==> src/rtl/sio_pkg.sv <==
package sio_pkg;

    localparam int BUS_W   = 16;
    localparam int ADDR_W  = 2;
    localparam int BYTE_W  = 8;
    localparam int STAT_W  = 5;

    typedef enum logic [ADDR_W-1:0] {
        REG_STAT = 2'd0,
        REG_DATA = 2'd1,
        REG_DHI  = 2'd2,
        REG_DIV  = 2'd3
    } sio_reg_e;

    typedef enum logic [1:0] {
        RX_IDLE,
        RX_START,
        RX_DATA,
        RX_STOP
    } rx_state_e;

    // field order fixes the bit positions: frame_err is bit 4, tx_busy is bit 0
    typedef struct packed {
        logic frame_err;
        logic rx_ovr;
        logic rx_full;
        logic tx_full;
        logic tx_busy;
    } sio_status_t;

    function automatic logic [BUS_W-1:0] sio_status_word(input sio_status_t s);
        return {{(BUS_W-STAT_W){1'b0}}, s};
    endfunction

    function automatic logic [BUS_W-1:0] sio_low_byte(input logic [BYTE_W-1:0] b);
        return {{(BUS_W-BYTE_W){1'b0}}, b};
    endfunction

    function automatic logic [BUS_W-1:0] sio_high_byte(input logic [BYTE_W-1:0] b);
        return {b, {(BUS_W-BYTE_W){1'b0}}};
    endfunction

endpackage

==> src/rtl/sio_baud.sv <==
module sio_baud #(
    parameter int DIV_W = 16
) (
    input  logic             clk,
    input  logic             rst,
    input  logic [DIV_W-1:0] div_i,
    output logic             tick_o
);

    logic [DIV_W-1:0] cnt_q;

    // ">=" keeps the period short when the divider is lowered mid-count
    assign tick_o = (cnt_q >= div_i);

    always_ff @(posedge clk) begin
        if (rst) begin
            cnt_q <= '0;
        end else if (tick_o) begin
            cnt_q <= '0;
        end else begin
            cnt_q <= cnt_q + DIV_W'(1);
        end
    end

    AST_TICK_RESTARTS: assert property (@(posedge clk) disable iff (rst)
        tick_o |=> (cnt_q == '0));

endmodule

==> src/rtl/sio_tx.sv <==
module sio_tx #(
    parameter int OSR    = 16,
    parameter int DATA_W = 8
) (
    input  logic              clk,
    input  logic              rst,
    input  logic              tick_i,
    input  logic              wr_i,
    input  logic [DATA_W-1:0] wdata_i,
    output logic              full_o,
    output logic              busy_o,
    output logic              line_o
);

    localparam int FRAME_W = DATA_W + 2;
    localparam int OSR_W   = $clog2(OSR);
    localparam int BIT_W   = $clog2(FRAME_W);

    logic [DATA_W-1:0]  hold_q;
    logic               full_q;
    logic               busy_q;
    logic [FRAME_W-1:0] shreg_q;
    logic [OSR_W-1:0]   ph_q;
    logic [BIT_W-1:0]   bitn_q;

    logic last_slice;
    assign last_slice = (ph_q == OSR_W'(OSR - 1));

    always_ff @(posedge clk) begin
        if (rst) begin
            hold_q  <= '0;
            full_q  <= 1'b0;
            busy_q  <= 1'b0;
            shreg_q <= '1;
            ph_q    <= '0;
            bitn_q  <= '0;
        end else begin
            if (!busy_q && full_q) begin
                busy_q  <= 1'b1;
                full_q  <= 1'b0;
                shreg_q <= {1'b1, hold_q, 1'b0};
                ph_q    <= '0;
                bitn_q  <= '0;
            end else if (busy_q && tick_i) begin
                if (last_slice) begin
                    ph_q    <= '0;
                    shreg_q <= {1'b1, shreg_q[FRAME_W-1:1]};
                    if (bitn_q == BIT_W'(FRAME_W - 1)) begin
                        busy_q <= 1'b0;
                    end else begin
                        bitn_q <= bitn_q + BIT_W'(1);
                    end
                end else begin
                    ph_q <= ph_q + OSR_W'(1);
                end
            end
            if (wr_i && !full_q) begin
                hold_q <= wdata_i;
                full_q <= 1'b1;
            end
        end
    end

    assign full_o = full_q;
    assign busy_o = busy_q;
    assign line_o = busy_q ? shreg_q[0] : 1'b1;

    AST_START_BIT_LOW: assert property (@(posedge clk) disable iff (rst)
        $rose(busy_q) |-> !line_o);
    AST_LOAD_EMPTIES_HOLD: assert property (@(posedge clk) disable iff (rst)
        $rose(busy_q) |-> $fell(full_q));
    AST_FULL_BLOCKS_WRITE: assert property (@(posedge clk) disable iff (rst)
        (full_q && wr_i) |=> $stable(hold_q));

endmodule

==> src/rtl/sio_rx.sv <==
module sio_rx
    import sio_pkg::*;
#(
    parameter int OSR    = 16,
    parameter int DATA_W = 8
) (
    input  logic              clk,
    input  logic              rst,
    input  logic              tick_i,
    input  logic              line_i,
    input  logic              rd_ack_i,
    output logic [DATA_W-1:0] data_o,
    output logic              full_o,
    output logic              ovr_o,
    output logic              ferr_o
);

    localparam int OSR_W = $clog2(OSR);
    localparam int HALF  = OSR / 2;
    localparam int CNT_W = $clog2(DATA_W + 1);

    logic [1:0]        sync_q;
    logic              line_s;
    logic              prev_q;
    rx_state_e         state_q;
    logic [OSR_W-1:0]  cnt_q;
    logic [CNT_W-1:0]  bitn_q;
    logic [DATA_W-1:0] shreg_q;
    logic [DATA_W-1:0] data_q;
    logic              full_q;
    logic              ovr_q;
    logic              ferr_q;
    logic              xfer;
    logic              slice_end;

    assign line_s    = sync_q[1];
    assign slice_end = (cnt_q == OSR_W'(OSR - 1));
    assign xfer      = (state_q == RX_STOP) && tick_i && slice_end;

    always_ff @(posedge clk) begin
        if (rst) begin
            sync_q <= 2'b11;
            prev_q <= 1'b1;
        end else begin
            sync_q <= {sync_q[0], line_i};
            if (tick_i) begin
                prev_q <= line_s;
            end
        end
    end

    always_ff @(posedge clk) begin
        if (rst) begin
            state_q <= RX_IDLE;
            cnt_q   <= '0;
            bitn_q  <= '0;
            shreg_q <= '0;
        end else if (tick_i) begin
            unique case (state_q)
                RX_IDLE: begin
                    if (prev_q && !line_s) begin
                        state_q <= RX_START;
                        cnt_q   <= '0;
                    end
                end
                RX_START: begin
                    if (cnt_q == OSR_W'(HALF - 1)) begin
                        cnt_q   <= '0;
                        bitn_q  <= '0;
                        state_q <= line_s ? RX_IDLE : RX_DATA;
                    end else begin
                        cnt_q <= cnt_q + OSR_W'(1);
                    end
                end
                RX_DATA: begin
                    if (slice_end) begin
                        cnt_q   <= '0;
                        shreg_q <= {line_s, shreg_q[DATA_W-1:1]};
                        if (bitn_q == CNT_W'(DATA_W - 1)) begin
                            state_q <= RX_STOP;
                        end else begin
                            bitn_q <= bitn_q + CNT_W'(1);
                        end
                    end else begin
                        cnt_q <= cnt_q + OSR_W'(1);
                    end
                end
                RX_STOP: begin
                    if (slice_end) begin
                        cnt_q   <= '0;
                        state_q <= RX_IDLE;
                    end else begin
                        cnt_q <= cnt_q + OSR_W'(1);
                    end
                end
                default: state_q <= RX_IDLE;
            endcase
        end
    end

    always_ff @(posedge clk) begin
        if (rst) begin
            data_q <= '0;
            full_q <= 1'b0;
            ovr_q  <= 1'b0;
            ferr_q <= 1'b0;
        end else if (xfer) begin
            data_q <= shreg_q;
            full_q <= 1'b1;
            ovr_q  <= full_q;
            ferr_q <= !line_s;
        end else if (rd_ack_i) begin
            full_q <= 1'b0;
        end
    end

    assign data_o = data_q;
    assign full_o = full_q;
    assign ovr_o  = ovr_q;
    assign ferr_o = ferr_q;

    AST_XFER_SETS_FULL: assert property (@(posedge clk) disable iff (rst)
        xfer |=> full_q);
    AST_READ_CLEARS_FULL: assert property (@(posedge clk) disable iff (rst)
        (rd_ack_i && !xfer) |=> !full_q);
    AST_OVR_HOLDS_BETWEEN: assert property (@(posedge clk) disable iff (rst)
        !xfer |=> $stable(ovr_q));
    AST_FERR_HOLDS_BETWEEN: assert property (@(posedge clk) disable iff (rst)
        !xfer |=> $stable(ferr_q));
    AST_START_NEEDS_EDGE: assert property (@(posedge clk) disable iff (rst)
        (state_q == RX_IDLE && !prev_q) |=> (state_q == RX_IDLE));

endmodule

==> src/rtl/sio_word_port.sv <==
module sio_word_port
    import sio_pkg::*;
#(
    parameter int DIV_W = 16,
    parameter int OSR   = 16
) (
    input  logic              clk,
    input  logic              rst,
    input  logic [ADDR_W-1:0] bus_addr,
    input  logic              bus_wr,
    input  logic              bus_rd,
    input  logic [BUS_W-1:0]  bus_wdata,
    output logic [BUS_W-1:0]  bus_rdata,
    input  logic              line_rx,
    output logic              line_tx
);

    logic [DIV_W-1:0]  div_q;
    logic [BYTE_W-1:0] dhi_q;
    logic              tick;
    logic              tx_wr;
    logic              rx_ack;
    logic [BYTE_W-1:0] rx_data;
    sio_status_t       stat;
    sio_reg_e          sel;

    assign sel    = sio_reg_e'(bus_addr);
    assign tx_wr  = bus_wr && (sel == REG_DATA);
    assign rx_ack = bus_rd && (sel == REG_DATA);

    always_ff @(posedge clk) begin
        if (rst) begin
            div_q <= '0;
            dhi_q <= '0;
        end else if (bus_wr) begin
            if (sel == REG_DIV) begin
                div_q <= bus_wdata[DIV_W-1:0];
            end
            if (sel == REG_DHI) begin
                dhi_q <= bus_wdata[BUS_W-1:BUS_W-BYTE_W];
            end
        end
    end

    sio_baud #(.DIV_W(DIV_W)) u_baud (
        .clk    (clk),
        .rst    (rst),
        .div_i  (div_q),
        .tick_o (tick)
    );

    sio_tx #(.OSR(OSR), .DATA_W(BYTE_W)) u_tx (
        .clk     (clk),
        .rst     (rst),
        .tick_i  (tick),
        .wr_i    (tx_wr),
        .wdata_i (bus_wdata[BYTE_W-1:0]),
        .full_o  (stat.tx_full),
        .busy_o  (stat.tx_busy),
        .line_o  (line_tx)
    );

    sio_rx #(.OSR(OSR), .DATA_W(BYTE_W)) u_rx (
        .clk      (clk),
        .rst      (rst),
        .tick_i   (tick),
        .line_i   (line_rx),
        .rd_ack_i (rx_ack),
        .data_o   (rx_data),
        .full_o   (stat.rx_full),
        .ovr_o    (stat.rx_ovr),
        .ferr_o   (stat.frame_err)
    );

    always_comb begin
        unique case (sel)
            REG_STAT: bus_rdata = sio_status_word(stat);
            REG_DATA: bus_rdata = sio_low_byte(rx_data);
            REG_DHI:  bus_rdata = sio_high_byte(dhi_q);
            REG_DIV:  bus_rdata = BUS_W'(div_q);
            default:  bus_rdata = '0;
        endcase
    end

    AST_TX_IDLE_LINE_HIGH: assert property (@(posedge clk) disable iff (rst)
        (!stat.tx_busy && !$past(stat.tx_busy)) |-> line_tx);
    AST_DHI_WRITE_LANDS: assert property (@(posedge clk) disable iff (rst)
        (bus_wr && sel == REG_DHI) |=> (dhi_q == $past(bus_wdata[BUS_W-1:BUS_W-BYTE_W])));

endmodule

==> config.mk <==
export PLATFORM = sky130hd
export DESIGN_NAME = sio_word_port
export DESIGN_NICKNAME = d
export VERILOG_FILES = /design/src/rtl/sio_pkg.sv /design/src/rtl/sio_baud.sv /design/src/rtl/sio_tx.sv /design/src/rtl/sio_rx.sv /design/src/rtl/sio_word_port.sv
export SDC_FILE = /design/constraint.sdc
export NUM_CORES = 1
export LEC_CHECK = 0
export BUFFER_PORTS_ARGS = -buffer_cell sky130_fd_sc_hd__clkbuf_2
export CAP_MARGIN = 20
export CORE_MARGIN = 2
export CORE_UTILIZATION = 54
export DETAILED_ROUTE_END_ITERATION = 16
export HOLD_SLACK_MARGIN = 0.03
export PLACE_DENSITY = 0.77
export REMOVE_ABC_BUFFERS = 1
export SLEW_MARGIN = 0
export SYNTH_ARGS = -nofsm -noshare
export SYNTH_HDL_FRONTEND = slang
export SYNTH_SLANG_ARGS = --single-unit
export TNS_END_PERCENT = 20
==> constraint.sdc <==
create_clock -name clk -period 2.1 [get_ports clk]
set_input_delay 0.42 -clock clk [delete_from_list [all_inputs] [get_ports clk]]
set_output_delay 0.42 -clock clk [all_outputs]
set_load 0.05 [all_outputs]
==> results_dict.tcl, run 1 <==
set metrics [dict create \
    status "complete, but fails checks" \
    violations "setup timing" \
    cts_buffers 9 \
    grt_util_met3_pct 3.31 \
    rows 34 \
    fmax_mhz 436 \
    synth_area_leaders "dfxtp_1 42%, mux2i_1 11%, ha_1 5.8%" \
    final_net_count 669 \
    drv_slew 0 \
    cts_tree "built" \
    p_per_area_nw_per_um2 631 \
    start_util_pct 55.1 \
    grt_max_degree 60 \
    ys_types 53 \
    cp_top_family "simple AND/OR/NAND/NOR gates" \
    fillers 630 \
    layout_common_cells "85 x dfxtp_1, 68 x nor2_1, 57 x nand2_1, 57 x buf_4, 50 x mux2i_1" \
    die_height_microns 97.7 \
    path_buf_inv 3 \
    endpoint_kind "flop" \
    place_congestion 0.894 \
    critPathRequiredTime_ns 2.37 \
    met2_usage_pct 42.4 \
    clk_pin_slew_ns 0.11 \
    clock_path_buffers 2 \
    synth_seq_area_share_pct 41.8 \
    diodes 0 \
    clk_latency_ns 0.37 \
    skew_ns 0.0141 \
    synth_edf_count 0 \
    maxCapViolCount 0 \
    clockRootBuffer "clkbuf_8" \
    crit_fanout 8 \
    drive_gt1_share_pct 27.5 \
    ir_worst_vdd_mv 0.436 \
    overflow 0 \
    fin_total_pwr_mw 3.73 \
    vias 4177 \
    cp_slowest_cell "a311oi_4" \
    leakagePower_nw 2.43 \
    via_per_inst 5.67 \
    synthCells 536 \
    min_period_ns 2.29 \
    first_pass_iters 4 \
    hold_path.class "input pin to flop" \
    slowest_delay_ns 0.36 \
    cp.arrival_ns 2.57 \
    synth-main-ff-cell "dfxtp_1" \
    antenna_found_initial 0 \
    drc 0 \
    io_pins 40 \
    cts_sinks 99 \
    synth_top_area_share_pct 41.8 \
    slew-limit-headroom_pct 55.5 \
    worstPathCellList "inv_1 > ha_1 > nand4_1 > nor2_4 > nand3b_4 > buf_6 > a311oi_4 > buf_12 > mux2i_2 > nor2_1" \
    core_sq_um 8590 \
    min_period_over_period_pct 109 \
    whs_ns 0.220 \
    fp.dieW_microns 97.7 \
    drt_iter0_drc 256 \
    dieArea_sq_um 9540 \
    rsz0062_at_grt "true" \
    yosys_warnings 0 \
    crit_type "flop to flop" \
    ctsHoldBuffers 0 \
    ant_nets 0 \
    syn_area_sq_um 4740 \
    dp_hpwl_microns 8100 \
    tightest_slew_ns 0.661 \
    wirelength_microns 12100 \
    critPathLaunchType "flop" \
    synth_seq_cells 99 \
    synth_top_area_cell "dfxtp_1" \
    grt_pass1_vias 4117 \
    grt.total_usage_pct 24.9 \
    syn_avg_cell_area_sq_um 8.84 \
    finalHoldViolCount 0 \
    final_common_cell "dfxtp_1" \
    htreeDepth 3 \
    tns_ns -3.33 \
    grt_busiest_layer "met2" \
    area_growth_syn_to_layout_pct 24.7 \
    grt_pass1_wl_microns 19400 \
    setup_viol 46 \
    synthArstFlopShare_pct 0 \
    use_met1_pct 31.7 \
    fin_ws_ns -0.195 \
    detail_route.wl_per_cell_microns 16.5 \
    io_buffers 39 \
]
[registers in the layout (all words and copies together), names as in the netlist, 2 cells and up, named ones only]
signal / cells
u_rx.bitn_q: 4
u_rx.cnt_q: 4
u_tx.hold_q: 8
u_tx.bitn_q: 4
u_rx.sync_q: 2
u_rx.data_o: 8
u_rx.shreg_q: 8
u_tx.shreg_q: 9
u_baud.cnt_q: 16
div_q: 16
dhi_q: 8
u_tx.ph_q: 4
[power by group]
part           internal, mW  switching, mW  total, mW
sequential             1.93         0.0362       1.97
combinational         0.245          0.318      0.563
clock                 0.465          0.733       1.20
[layout make-up]
type	count	area, sq um	share of cell area (%)
Clock inverter	7	75.1	1.27
Sequential cell	99	2000	33.8
Clock buffer	9	124	2.10
Timing Repair Buffer	103	737	12.5
Inverter	25	93.8	1.59
Tap cell	108	135	2.29
Multi-Input combinational cell	386	2740	46.4
[cell usage after synthesis (all sizes together) (7+ instances only)]
library cell and n:
nand3 18, nor2b 14, clkbuf 18, buf 8, nor2 72, nor3 11, nand2 57, o21ai 8
mux2i 51, nand4 7, inv 24, ha 22, and3 7, dfxtp 99, a21oi 35, xor2 10
[per-stage QoR]
| stage | util, % | cell area (sq um) | std cells | setup WS, ns |
|---|---|---|---|---|
| 3_5_place_dp | 63.4 | 5450 | 715 | -0.300 |
| 6_report | 68.8 | 5910 | 737 | -0.195 |
| 5_1_grt | 68.8 | 5910 | 737 | -0.306 |
| 3_3_place_gp | 63.4 | 5450 | 715 | -0.147 |
| 2_1_floorplan | - | 4630 | 510 | -0.304 |
| 4_1_cts | 67.3 | 5790 | 733 | -0.111 |
[worst register-to-register path, stage by stage (launching register included)]
cell,delay (ns)
dfxtp_2,0.35
inv_1,0.05
ha_1,0.29
nand4_1,0.20
nor2_4,0.18
nand3b_4,0.14
buf_6,0.16
a311oi_4,0.36
buf_12,0.19
mux2i_2,0.23
nor2_1,0.05
[metal layers]
| metal | share of wire [%] | up-vias |
|---|---|---|
| met5 | 0 | - |
| met4 | 2.3 | 0 |
| met2 | 50 | 90 |
| met3 | 2.9 | 26 |
| met1 | 45 | 2020 |
| li1 | - | 2041 |
[worst paths after layout]
kind                             start                            to  slack (ns)  depth (start not counted)
max             div_q[10]$_SDFFE_PP0P_  u_rx.shreg_q[4]$_SDFFE_PP0P_       -0.19                         10
max reg2reg     div_q[10]$_SDFFE_PP0P_  u_rx.shreg_q[4]$_SDFFE_PP0P_       -0.19                         10
min reg2reg  u_rx.sync_q[0]$_SDFF_PP1_     u_rx.sync_q[1]$_SDFF_PP1_        0.45                          1
min                            line_rx     u_rx.sync_q[0]$_SDFF_PP1_        0.22                          2
[logic make-up after synthesis]
kind of cell | after synthesis | share of synthesized area (%)
xor gates and xnor gates | 14 | 2.59
and+or+nand+nor | 207 | 20.4
adders and majority gates | 22 | 5.81
buffers and inverters | 51 | 4.25
DFF | 99 | 41.8
AOI/OAI and AO/OA | 87 | 13.1
muxes | 56 | 12.0
[repair_timing]
action                     in CTS  in global routing
pin swaps                       7                  3
gates resized for setup        24                 24
setup endpoints to repair      65                 63
setup buffers                   2                  4
Power figures use the tool's default switching activity.
==> run 2, diff against run 1 <==
--- a/config.mk
+++ b/config.mk
@@ -7,6 +7,7 @@
 export LEC_CHECK = 0
 export BUFFER_PORTS_ARGS = -buffer_cell sky130_fd_sc_hd__clkbuf_2
 export CAP_MARGIN = 20
+export CORE_ASPECT_RATIO = 1.5
 export CORE_MARGIN = 2
 export CORE_UTILIZATION = 54
 export DETAILED_ROUTE_END_ITERATION = 16
==> results_dict.tcl, run 2 (synthesized netlist as in run 1, its figures left out) <==
set metrics [dict create \
    finalHoldViolCount 0 \
    violations "setup timing" \
    tightest_slew_ns 0.673 \
    status "complete, but fails checks" \
    clk_latency_ns 0.36 \
    grt_pass1_vias 4294 \
    clock_path_buffers 2 \
    cp.arrival_ns 2.50 \
    cts_sinks 99 \
    maxCapViolCount 0 \
    die_height_microns 119 \
    area_growth_syn_to_layout_pct 29.4 \
    first_pass_iters 5 \
    crit_path_frequent_cell "buf_4" \
    drv_slew 0 \
    cp_top_family "buffers and inverters" \
    worstPathCellList "inv_1 > ha_4 > nand4_1 > nor2_4 > a22oi_2 > buf_4 > a311oi_4 > buf_4 > clkbuf_16 > mux2i_2 > nor2_1" \
    rsz0062_at_grt "true" \
    cts_tree "built" \
    setup_viol 29 \
    start_util_pct 56.0 \
    vias 4275 \
    place_congestion 0.938 \
    fmax_mhz 440 \
    cts_buffers 9 \
    overflow 0 \
    via_per_inst 5.82 \
    detail_route.wl_per_cell_microns 17.0 \
    drc 0 \
    io_pins 40 \
    min_period_ns 2.27 \
    dieArea_sq_um 9560 \
    reg_top3 "div_q x16, u_baud.cnt_q x16, u_tx.shreg_q x9" \
    leakagePower_nw 2.51 \
    drive_gt1_share_pct 28.5 \
    fin_util_pct 72.4 \
    ir_worst_vdd_mv 0.551 \
    critPathLaunchType "flop" \
    cp_slowest_cell "dfxtp_2" \
    rows 41 \
    grt.total_usage_pct 27.2 \
    min_period_over_period_pct 108 \
    path_buf_inv 4 \
    clk_pin_slew_ns 0.07 \
    crit_fanout 6 \
    layout_common_cells "87 x dfxtp_1, 69 x nor2_1, 57 x nand2_1, 57 x buf_4, 50 x mux2i_1" \
    final_net_count 670 \
    dp_worst_setup_slack_ns -0.198 \
    slew-limit-headroom_pct 54.7 \
    core_sq_um 8460 \
    ant_nets 0 \
    grt_pass1_wl_microns 20100 \
    fin_ws_ns -0.171 \
    critPathRequiredTime_ns 2.33 \
    p_per_area_nw_per_um2 701 \
    grt_max_degree 84 \
    skew_ns 0.00832 \
    wirelength_microns 12500 \
    hold_path.class "input pin to flop" \
    diodes 0 \
    r2r_slack_ns -0.17 \
    clockRootBuffer "clkbuf_16" \
    crit_type "flop to flop" \
    final_common_cell "dfxtp_1" \
    fp.dieW_microns 80.5 \
    dp_hpwl_microns 8480 \
    antenna_found_initial 0 \
    io_buffers 39 \
    drt_iter0_drc 263 \
    endpoint_kind "flop" \
    htreeDepth 3 \
    slowest_delay_ns 0.32 \
]
[run 2: routing by layer]
metal  global-route usage, %  wire [microns]  vias to the layer above
met3                    5.27             444                       40
met1                    29.8            4830                     2076
met2                    47.7            6600                      115
met4                    14.9             611                        0
met5                       0               0                        -
li1                        -               -                     2044
[run 2: area by class of cell]
| class | instances | area (sq um) |
|---|---|---|
| fillers | 608 | 2330 |
| inverters | 25 | 93.8 |
| well taps | 107 | 134 |
| flip-flops and latches | 99 | 2000 |
| clock inverters | 4 | 76.3 |
| multi-input cells | 386 | 2820 |
| clock buffers | 10 | 239 |
| repair buffers | 104 | 777 |
[run 2: report_power, final]
group          switching [mW]  internal [mW]
sequential             0.0355           1.93
combinational           0.315          0.236
clock                   0.719           1.07
[run 2: timing repair]
item	4_1_cts	5_1_grt
cloned	1	0
pin swaps	12	12
hold buffers	0	0
resized for setup	33	27
endpoints found under the setup margin	61	63
setup buffers	5	6
[run 2: final timing paths]
check / from / cells past startpoint / endpoint
min reg2reg: u_rx.sync_q[0]$_SDFF_PP1_ / 1 / u_rx.sync_q[1]$_SDFF_PP1_
min: line_rx / 2 / u_rx.sync_q[0]$_SDFF_PP1_
max: div_q[11]$_SDFFE_PP0P_ / 11 / u_rx.data_o[7]$_SDFFE_PP0P_
max reg2reg: div_q[11]$_SDFFE_PP0P_ / 11 / u_rx.data_o[7]$_SDFFE_PP0P_
[run 2: metrics by stage]
stage	power (mW)	setup TNS, ns	hold WS [ns]	instances	area, sq um
after floorplan	2.24	-5.99	0.389	510	4630
after global placement	2.46	-2.33	0.395	710	5430
after detailed placement	2.48	-5.66	0.399	710	5430
after CTS	4.28	-1.76	0.252	729	5990
after global routing	4.43	-5.68	0.261	735	6130
final	4.30	-2.03	0.249	735	6130
